`src/rtl/sw_uart_pkg.sv`:
```
package sw_uart_pkg;

  typedef enum logic [1:0] {
    RX_IDLE  = 2'd0,
    RX_START = 2'd1,
    RX_DATA  = 2'd2,
    RX_STOP  = 2'd3
  } rx_state_e;

endpackage

```
`src/rtl/sw_uart_sync.sv`:
```
module sw_uart_sync #(
  parameter int STAGES = 2
) (
  input  logic clk,
  input  logic rst,
  input  logic d,
  output logic q
);
  logic [STAGES-1:0] ff_q;

  always_ff @(posedge clk) begin
    if (rst) ff_q <= '1;
    else     ff_q <= {ff_q[STAGES-2:0], d};
  end

  assign q = ff_q[STAGES-1];
endmodule

```
`src/rtl/sw_uart_txer.sv`:
```
module sw_uart_txer #(
  parameter int DATA_W = 8,
  parameter int OVS    = 16
) (
  input  logic              clk,
  input  logic              rst,
  input  logic              tick,
  input  logic              start,
  input  logic [DATA_W-1:0] start_data,
  output logic              busy,
  output logic              drive_low
);
  localparam int FW  = DATA_W + 2;
  localparam int CW  = $clog2(OVS);
  localparam int BIW = $clog2(FW);
  localparam logic [CW-1:0]  CNT_LAST = CW'(OVS - 1);
  localparam logic [BIW-1:0] BIT_LAST = BIW'(FW - 1);

  logic [FW-1:0]  frame_q;
  logic [BIW-1:0] bit_q;
  logic [CW-1:0]  cnt_q;
  logic           busy_q;
  logic           drv_q;

  always_ff @(posedge clk) begin
    if (rst) begin
      frame_q <= '1;
      bit_q   <= '0;
      cnt_q   <= '0;
      busy_q  <= 1'b0;
      drv_q   <= 1'b0;
    end else if (!busy_q) begin
      if (start) begin
        frame_q <= {1'b1, start_data, 1'b0};
        bit_q   <= '0;
        cnt_q   <= '0;
        busy_q  <= 1'b1;
        drv_q   <= 1'b1;
      end
    end else if (tick) begin
      if (cnt_q == CNT_LAST) begin
        cnt_q <= '0;
        if (bit_q == BIT_LAST) begin
          busy_q <= 1'b0;
          drv_q  <= 1'b0;
        end else begin
          bit_q   <= bit_q + 1'b1;
          frame_q <= {1'b1, frame_q[FW-1:1]};
          drv_q   <= ~frame_q[1];
        end
      end else begin
        cnt_q <= cnt_q + 1'b1;
      end
    end
  end

  assign busy      = busy_q;
  assign drive_low = drv_q;
endmodule

```
`src/rtl/sw_uart_rxer.sv`:
```
module sw_uart_rxer
  import sw_uart_pkg::*;
#(
  parameter int DATA_W = 8,
  parameter int OVS    = 16
) (
  input  logic              clk,
  input  logic              rst,
  input  logic              tick,
  input  logic              line,
  output logic [DATA_W-1:0] data,
  output logic              valid,
  output logic              ferr
);
  localparam int CW  = $clog2(OVS);
  localparam int BIW = $clog2(DATA_W);
  localparam logic [CW-1:0]  CNT_LAST = CW'(OVS - 1);
  localparam logic [CW-1:0]  CNT_HALF = CW'(OVS / 2 - 1);
  localparam logic [BIW-1:0] BIT_LAST = BIW'(DATA_W - 1);

  rx_state_e         st_q;
  logic [CW-1:0]     cnt_q;
  logic [BIW-1:0]    bit_q;
  logic [DATA_W-1:0] shift_q;
  logic [DATA_W-1:0] data_q;
  logic              valid_q;
  logic              ferr_q;

  always_ff @(posedge clk) begin
    valid_q <= 1'b0;
    ferr_q  <= 1'b0;
    if (rst) begin
      st_q    <= RX_IDLE;
      cnt_q   <= '0;
      bit_q   <= '0;
      shift_q <= '0;
      data_q  <= '0;
    end else if (tick) begin
      unique case (st_q)
        RX_IDLE: begin
          if (!line) begin
            st_q  <= RX_START;
            cnt_q <= '0;
          end
        end
        RX_START: begin
          if (cnt_q == CNT_HALF) begin
            cnt_q <= '0;
            bit_q <= '0;
            st_q  <= line ? RX_IDLE : RX_DATA;
          end else begin
            cnt_q <= cnt_q + 1'b1;
          end
        end
        RX_DATA: begin
          if (cnt_q == CNT_LAST) begin
            cnt_q   <= '0;
            shift_q <= {line, shift_q[DATA_W-1:1]};
            if (bit_q == BIT_LAST) st_q <= RX_STOP;
            else                   bit_q <= bit_q + 1'b1;
          end else begin
            cnt_q <= cnt_q + 1'b1;
          end
        end
        RX_STOP: begin
          if (cnt_q == CNT_LAST) begin
            cnt_q   <= '0;
            data_q  <= shift_q;
            valid_q <= 1'b1;
            ferr_q  <= ~line;
            st_q    <= RX_IDLE;
          end else begin
            cnt_q <= cnt_q + 1'b1;
          end
        end
        default: st_q <= RX_IDLE;
      endcase
    end
  end

  assign data  = data_q;
  assign valid = valid_q;
  assign ferr  = ferr_q;
endmodule

```
`src/rtl/sw_uart_hd.sv`:
```
module sw_uart_hd #(
  parameter int DATA_W      = 8,
  parameter int OVS         = 16,
  parameter int SYNC_STAGES = 2,
  parameter int MODE_W      = 4
) (
  input  logic              clk,
  input  logic              rst,
  input  logic              baud_tick,
  input  logic              hd_sel,
  input  logic [MODE_W-1:0] alt_mode,
  input  logic              tx_en,
  input  logic              wr_valid,
  input  logic [DATA_W-1:0] wr_data,
  output logic              wr_ready,
  output logic              tx_busy,
  output logic              line_drive_low,
  input  logic              line_in,
  input  logic              rx_pin,
  output logic [DATA_W-1:0] rx_data,
  output logic              rx_valid,
  output logic              rx_ferr,
  output logic              cfg_err
);
  logic              cfg_err_q;
  logic              hold_full_q;
  logic [DATA_W-1:0] hold_q;
  logic              wr_fire;
  logic              tx_start;
  logic              busy_w;
  logic              rx_src;
  logic              rx_line;

  always_ff @(posedge clk) begin
    if (rst) cfg_err_q <= 1'b0;
    else     cfg_err_q <= hd_sel & (|alt_mode);
  end

  assign wr_ready = ~hold_full_q & ~cfg_err_q;
  assign wr_fire  = wr_valid & wr_ready & tx_en;
  assign tx_start = hold_full_q & ~busy_w;

  always_ff @(posedge clk) begin
    if (rst) begin
      hold_full_q <= 1'b0;
      hold_q      <= '0;
    end else if (wr_fire) begin
      hold_full_q <= 1'b1;
      hold_q      <= wr_data;
    end else if (tx_start) begin
      hold_full_q <= 1'b0;
    end
  end

  sw_uart_txer #(
    .DATA_W (DATA_W),
    .OVS    (OVS)
  ) u_tx (
    .clk        (clk),
    .rst        (rst),
    .tick       (baud_tick),
    .start      (tx_start),
    .start_data (hold_q),
    .busy       (busy_w),
    .drive_low  (line_drive_low)
  );

  assign tx_busy = busy_w;
  assign rx_src  = hd_sel ? line_in : rx_pin;

  sw_uart_sync #(
    .STAGES (SYNC_STAGES)
  ) u_sync (
    .clk (clk),
    .rst (rst),
    .d   (rx_src),
    .q   (rx_line)
  );

  sw_uart_rxer #(
    .DATA_W (DATA_W),
    .OVS    (OVS)
  ) u_rx (
    .clk   (clk),
    .rst   (rst),
    .tick  (baud_tick),
    .line  (rx_line),
    .data  (rx_data),
    .valid (rx_valid),
    .ferr  (rx_ferr)
  );

  assign cfg_err = cfg_err_q;
endmodule

```
`config.mk`:
```
export PLATFORM = sky130hd
export DESIGN_NAME = sw_uart_hd
export DESIGN_NICKNAME = d
export VERILOG_FILES = /design/src/rtl/sw_uart_pkg.sv /design/src/rtl/sw_uart_sync.sv /design/src/rtl/sw_uart_txer.sv /design/src/rtl/sw_uart_rxer.sv /design/src/rtl/sw_uart_hd.sv
export SDC_FILE = /design/constraint.sdc
export NUM_CORES = 1
export LEC_CHECK = 0
export BUFFER_PORTS_ARGS = -buffer_cell sky130_fd_sc_hd__buf_2
export CAP_MARGIN = 20
export CORE_AREA = 3 3 73 75
export CTS_CLUSTER_DIAMETER = 150
export DETAILED_ROUTE_END_ITERATION = 7
export DIE_AREA = 0 0 76 78
export PLACE_DENSITY = 0.87
export SETUP_SLACK_MARGIN = 0.1
export SYNTH_ARGS = -nofsm -noshare
export SYNTH_HDL_FRONTEND = slang
export SYNTH_HIERARCHICAL = 1
export SYNTH_SLANG_ARGS = --single-unit
```
`constraint.sdc`:
```
create_clock -name clk -period 1.8 [get_ports clk]
set_input_delay 0 -clock clk [delete_from_list [all_inputs] [get_ports clk]]
set_output_delay 0 -clock clk [all_outputs]
set_load 0.01 [all_outputs]
```
==> run_results.csv <==
group,metric,value,unit
synth,syn_nets,306,
run_status,outcome,"finished, final reports clean",
drt,postRouteAntennaNets,0,
timing,min_period_over_period,94.8,%
power_and_ir_drop,power_frac_seq,45.8,%
cts,cts_root_buf,"clkbuf_8",
power_and_ir_drop,comb_power_share,7.0,%
synth,synth_common_cells,"dfxtp_1, nor2_1, mux2i_1, nand2b_1, a21oi_1",
power_and_ir_drop,p_switching,0.671,mW
power_and_ir_drop,ir_worst_vdd,585,uV
min_path,hold_class,"in -> reg",
grt,grt_max_degree,40,
worst_setup_path,startpoint_type,"register",
place,place_area,0.00284,mm2
cts,cts_max_level,3,
drt,wire_per_inst,13.7,um
cts,cts_buffers,9,
grt,grt_pass1_vias,2010,
die,die_h,78,um
timing,max_slew_margin,61.5,%
timing,hold_slack,0.169,ns
synth,syn-instance-count,280,
die,core_area,0.00472,mm2
cts,cts_tree,"yes",
die,design.die.area,0.00593,mm2
drt,first_pass_iters,4,
synth,ys_ff_latch,57,
drt,drc_errors,0,
synth,synth.most_common_cell,"dfxtp_1",
place,dp.cells,371,
power_and_ir_drop,p_leak,1.31,nW
grt,grt_pass1_wl,8.68,mm
worst_setup_path,critPathRequiredTime,2.03,ns
synth,synth_xor_area_share,0.332,%
synth,yosys_most_used_dff,"dfxtp_1",
worst_setup_path,cp_max_fo,5,
timing,fmax,586,MHz
die,start_util,55.9,%
timing,min_period,1.71,ns
final_layout,antennaDiodeCount,0,
synth,synthArstFlopShare,0,%
final_layout,final_cells,407,
synth,synthSimpleGateAreaFrac,24.1,%
die,io-pin-count,34,
drt,vias,2174,
grt,grtUsageTotal,18.4,%
drt,finalWirelength,5.57,mm
synth,synth_mux_area_share,12.2,%
timing,tns,0,ns
synth,synth_top_area_share,43.2,%
worst_setup_path,worstSetupPathType,"reg -> reg",
synth,synth-edff-count,0,
cts,cts_num_sinks,57,
grt,antenna_found_initial,0,
worst_setup_path,crit_arrival,1.94,ns
synth,synth_top_family_by_area,"simple AND/OR/NAND/NOR gates",
final_layout,syn2layout_area_growth,25.6,%
synth,syn_avg_cell_area,9.42,um2
power_and_ir_drop,power.internal,2.18,mW
timing,layout_setup_ws,0.0933,ns
timing,fin_skew,0.00600,ns
power_and_ir_drop,powerDensity,862,mW/mm2
synth,ys_warn_count,6,
final_layout,fin_area,0.00331,mm2
synth,ys_seq_area_share,43.2,%
synth,netlist_area,0.00264,mm2
cts,worst_skew_pair.late_latency,0.34,ns
timing,final_max_slew_viol_count,0,
timing,rsz0062_at_grt,"true",
drt,viasPerCell,5.34,
cts,cts_buffer_depth,2,
power_and_ir_drop,p_clk_share,47.2,%
synth,synth.distinct_cells,51,
job,max_cap_violations,0,
power_and_ir_drop,swShare,23.5,%
timing,setup_viol,0,
synth,yosys-top-cells-area,"dfxtp_1, mux2i_1, nor2_1",
place,hpwl,3.35,mm
timing,tightest_slew,0.577,ns
place,dp_slack,0.104,ns
drt,drt_iter0_markers,99,
synth,synth_top_area_cell,"dfxtp_1",
die,rows,25,
place,io_buffers,33,
synth,synth_fa_ha_area_share,2.84,%
cts,clkTransAtPathRegs,0.07,ns
timing,hold_viol,0,
place,gp_congestion,0.842,
worst_setup_path,end_kind,"register",
die,fp.dieW,76,um
final_layout,num-nets-final,361,
grt,grt_overflow,0,
final_layout,drive_gt1_share,24.7,%
synth,synth-compound-area-share,11.9,%
final cells by class:
| type | count | area (um2) |
|---|---|---|
| clock inverter | 7 | 103 |
| multi-input combinational | 200 | 1390 |
| clock buffer | 9 | 124 |
| inverter | 6 | 22.5 |
| sequential | 57 | 1140 |
| tap | 67 | 83.8 |
| timing repair buffer | 61 | 448 |
| fill | 324 | 1410 |
logic make-up after synthesis:
logic type	after synthesis
compound gates	45
fa+ha+maj	6
flops	57
simple gates	116
mux	32
xor+xnor	1
buf+inv	23
sequential cells by signal (all words and copies together), names as in the netlist, named ones only:
register / cells
cfg_err: 1
hold_full_q: 1
hold_q: 8
u_rx/bit_q: 3
u_rx/cnt_q: 4
u_rx/data: 8
u_rx/ferr: 1
u_rx/shift_q: 8
u_rx/st_q: 1
u_rx/valid: 1
u_sync/ff_q: 2
u_tx/bit_q: 4
u_tx/busy: 1
u_tx/cnt_q: 4
u_tx/drive_low: 1
u_tx/frame_q: 8
power groups by stage:
stage	clock network [mW]	logic (mW)	registers, mW
finish	1.35	0.200	1.31
global route	1.43	0.219	1.31
CTS	1.37	0.190	1.31
detailed placement	0	0.169	1.34
global placement	0	0.164	1.33
floorplan	0	0.121	1.33
final timing paths:
path / slack (ns) / cells past startpoint / to / from
worst min-delay path: 0.17 / 2 / register / rst
worst max-delay path: 0.09 / 6 / u_tx/bit_q[0]$_SDFFE_PP0P_ / u_tx/bit_q[0]$_SDFFE_PP0P_
worst max register to register: 0.09 / 6 / u_tx/bit_q[0]$_SDFFE_PP0P_ / u_tx/bit_q[0]$_SDFFE_PP0P_
worst min register to register: 0.41 / 1 / u_sync/ff_q[1]$_SDFF_PP1_ / u_sync/ff_q[0]$_SDFF_PP1_
metal layers:
metal	wire length, um	global-route usage, %
met4	144	11.1
met2	2720	30.6
met3	273	6.50
met1	2430	20.3
met5	0	0
what timing repair did:
action,4_1_cts,5_1_grt
hold buffers,12,0
setup buffers,0,7
setup endpoints to repair,2,22
pin swaps,1,6
hold endpoints to repair,10,0
gates cloned,0,1
gates resized for setup,0,8
per-stage QoR:
step | total power, mW | utilization [%]
after floorplan | 1.45 | -
after global placement | 1.50 | 60.2
after detailed placement | 1.50 | 60.2
after CTS | 2.87 | 67.5
after global routing | 2.96 | 70.1
final | 2.86 | 70.1
cell usage in the layout, fill, tap and decap left out, types with 2 or more instances in the layout:
cell type      count
a311oi_1           2
and2b_1            2
nand4_1            3
nor2b_1            7
nor3_1            11
clkinv_4           2
nor2_1            36
ha_1               4
buf_12             2
dlygate4sd3_1     12
buf_2             33
nand3_1            7
o21ai_0            3
dfxtp_1           56
ha_2               2
mux2i_1           30
a21oi_2            2
inv_6              2
nor2_4             2
bufinv_16          2
a211oi_1          10
a21oi_1           17
clkbuf_8           9
inv_1              6
nand2_1           11
buf_4             13
nor4_1             2
o211ai_1           2
or2_1              2
nor3b_1            2
nand2b_1          19
critical path, cell delays in order (launching register included):
cell and delay (ns):
dfxtp_1 0.42, ha_1 0.18, and3b_2 0.25, o31ai_4 0.09, buf_4 0.15, or3b_2 0.43, o41ai_1 0.07
Note: power is estimated with default switching activity, not from simulation.
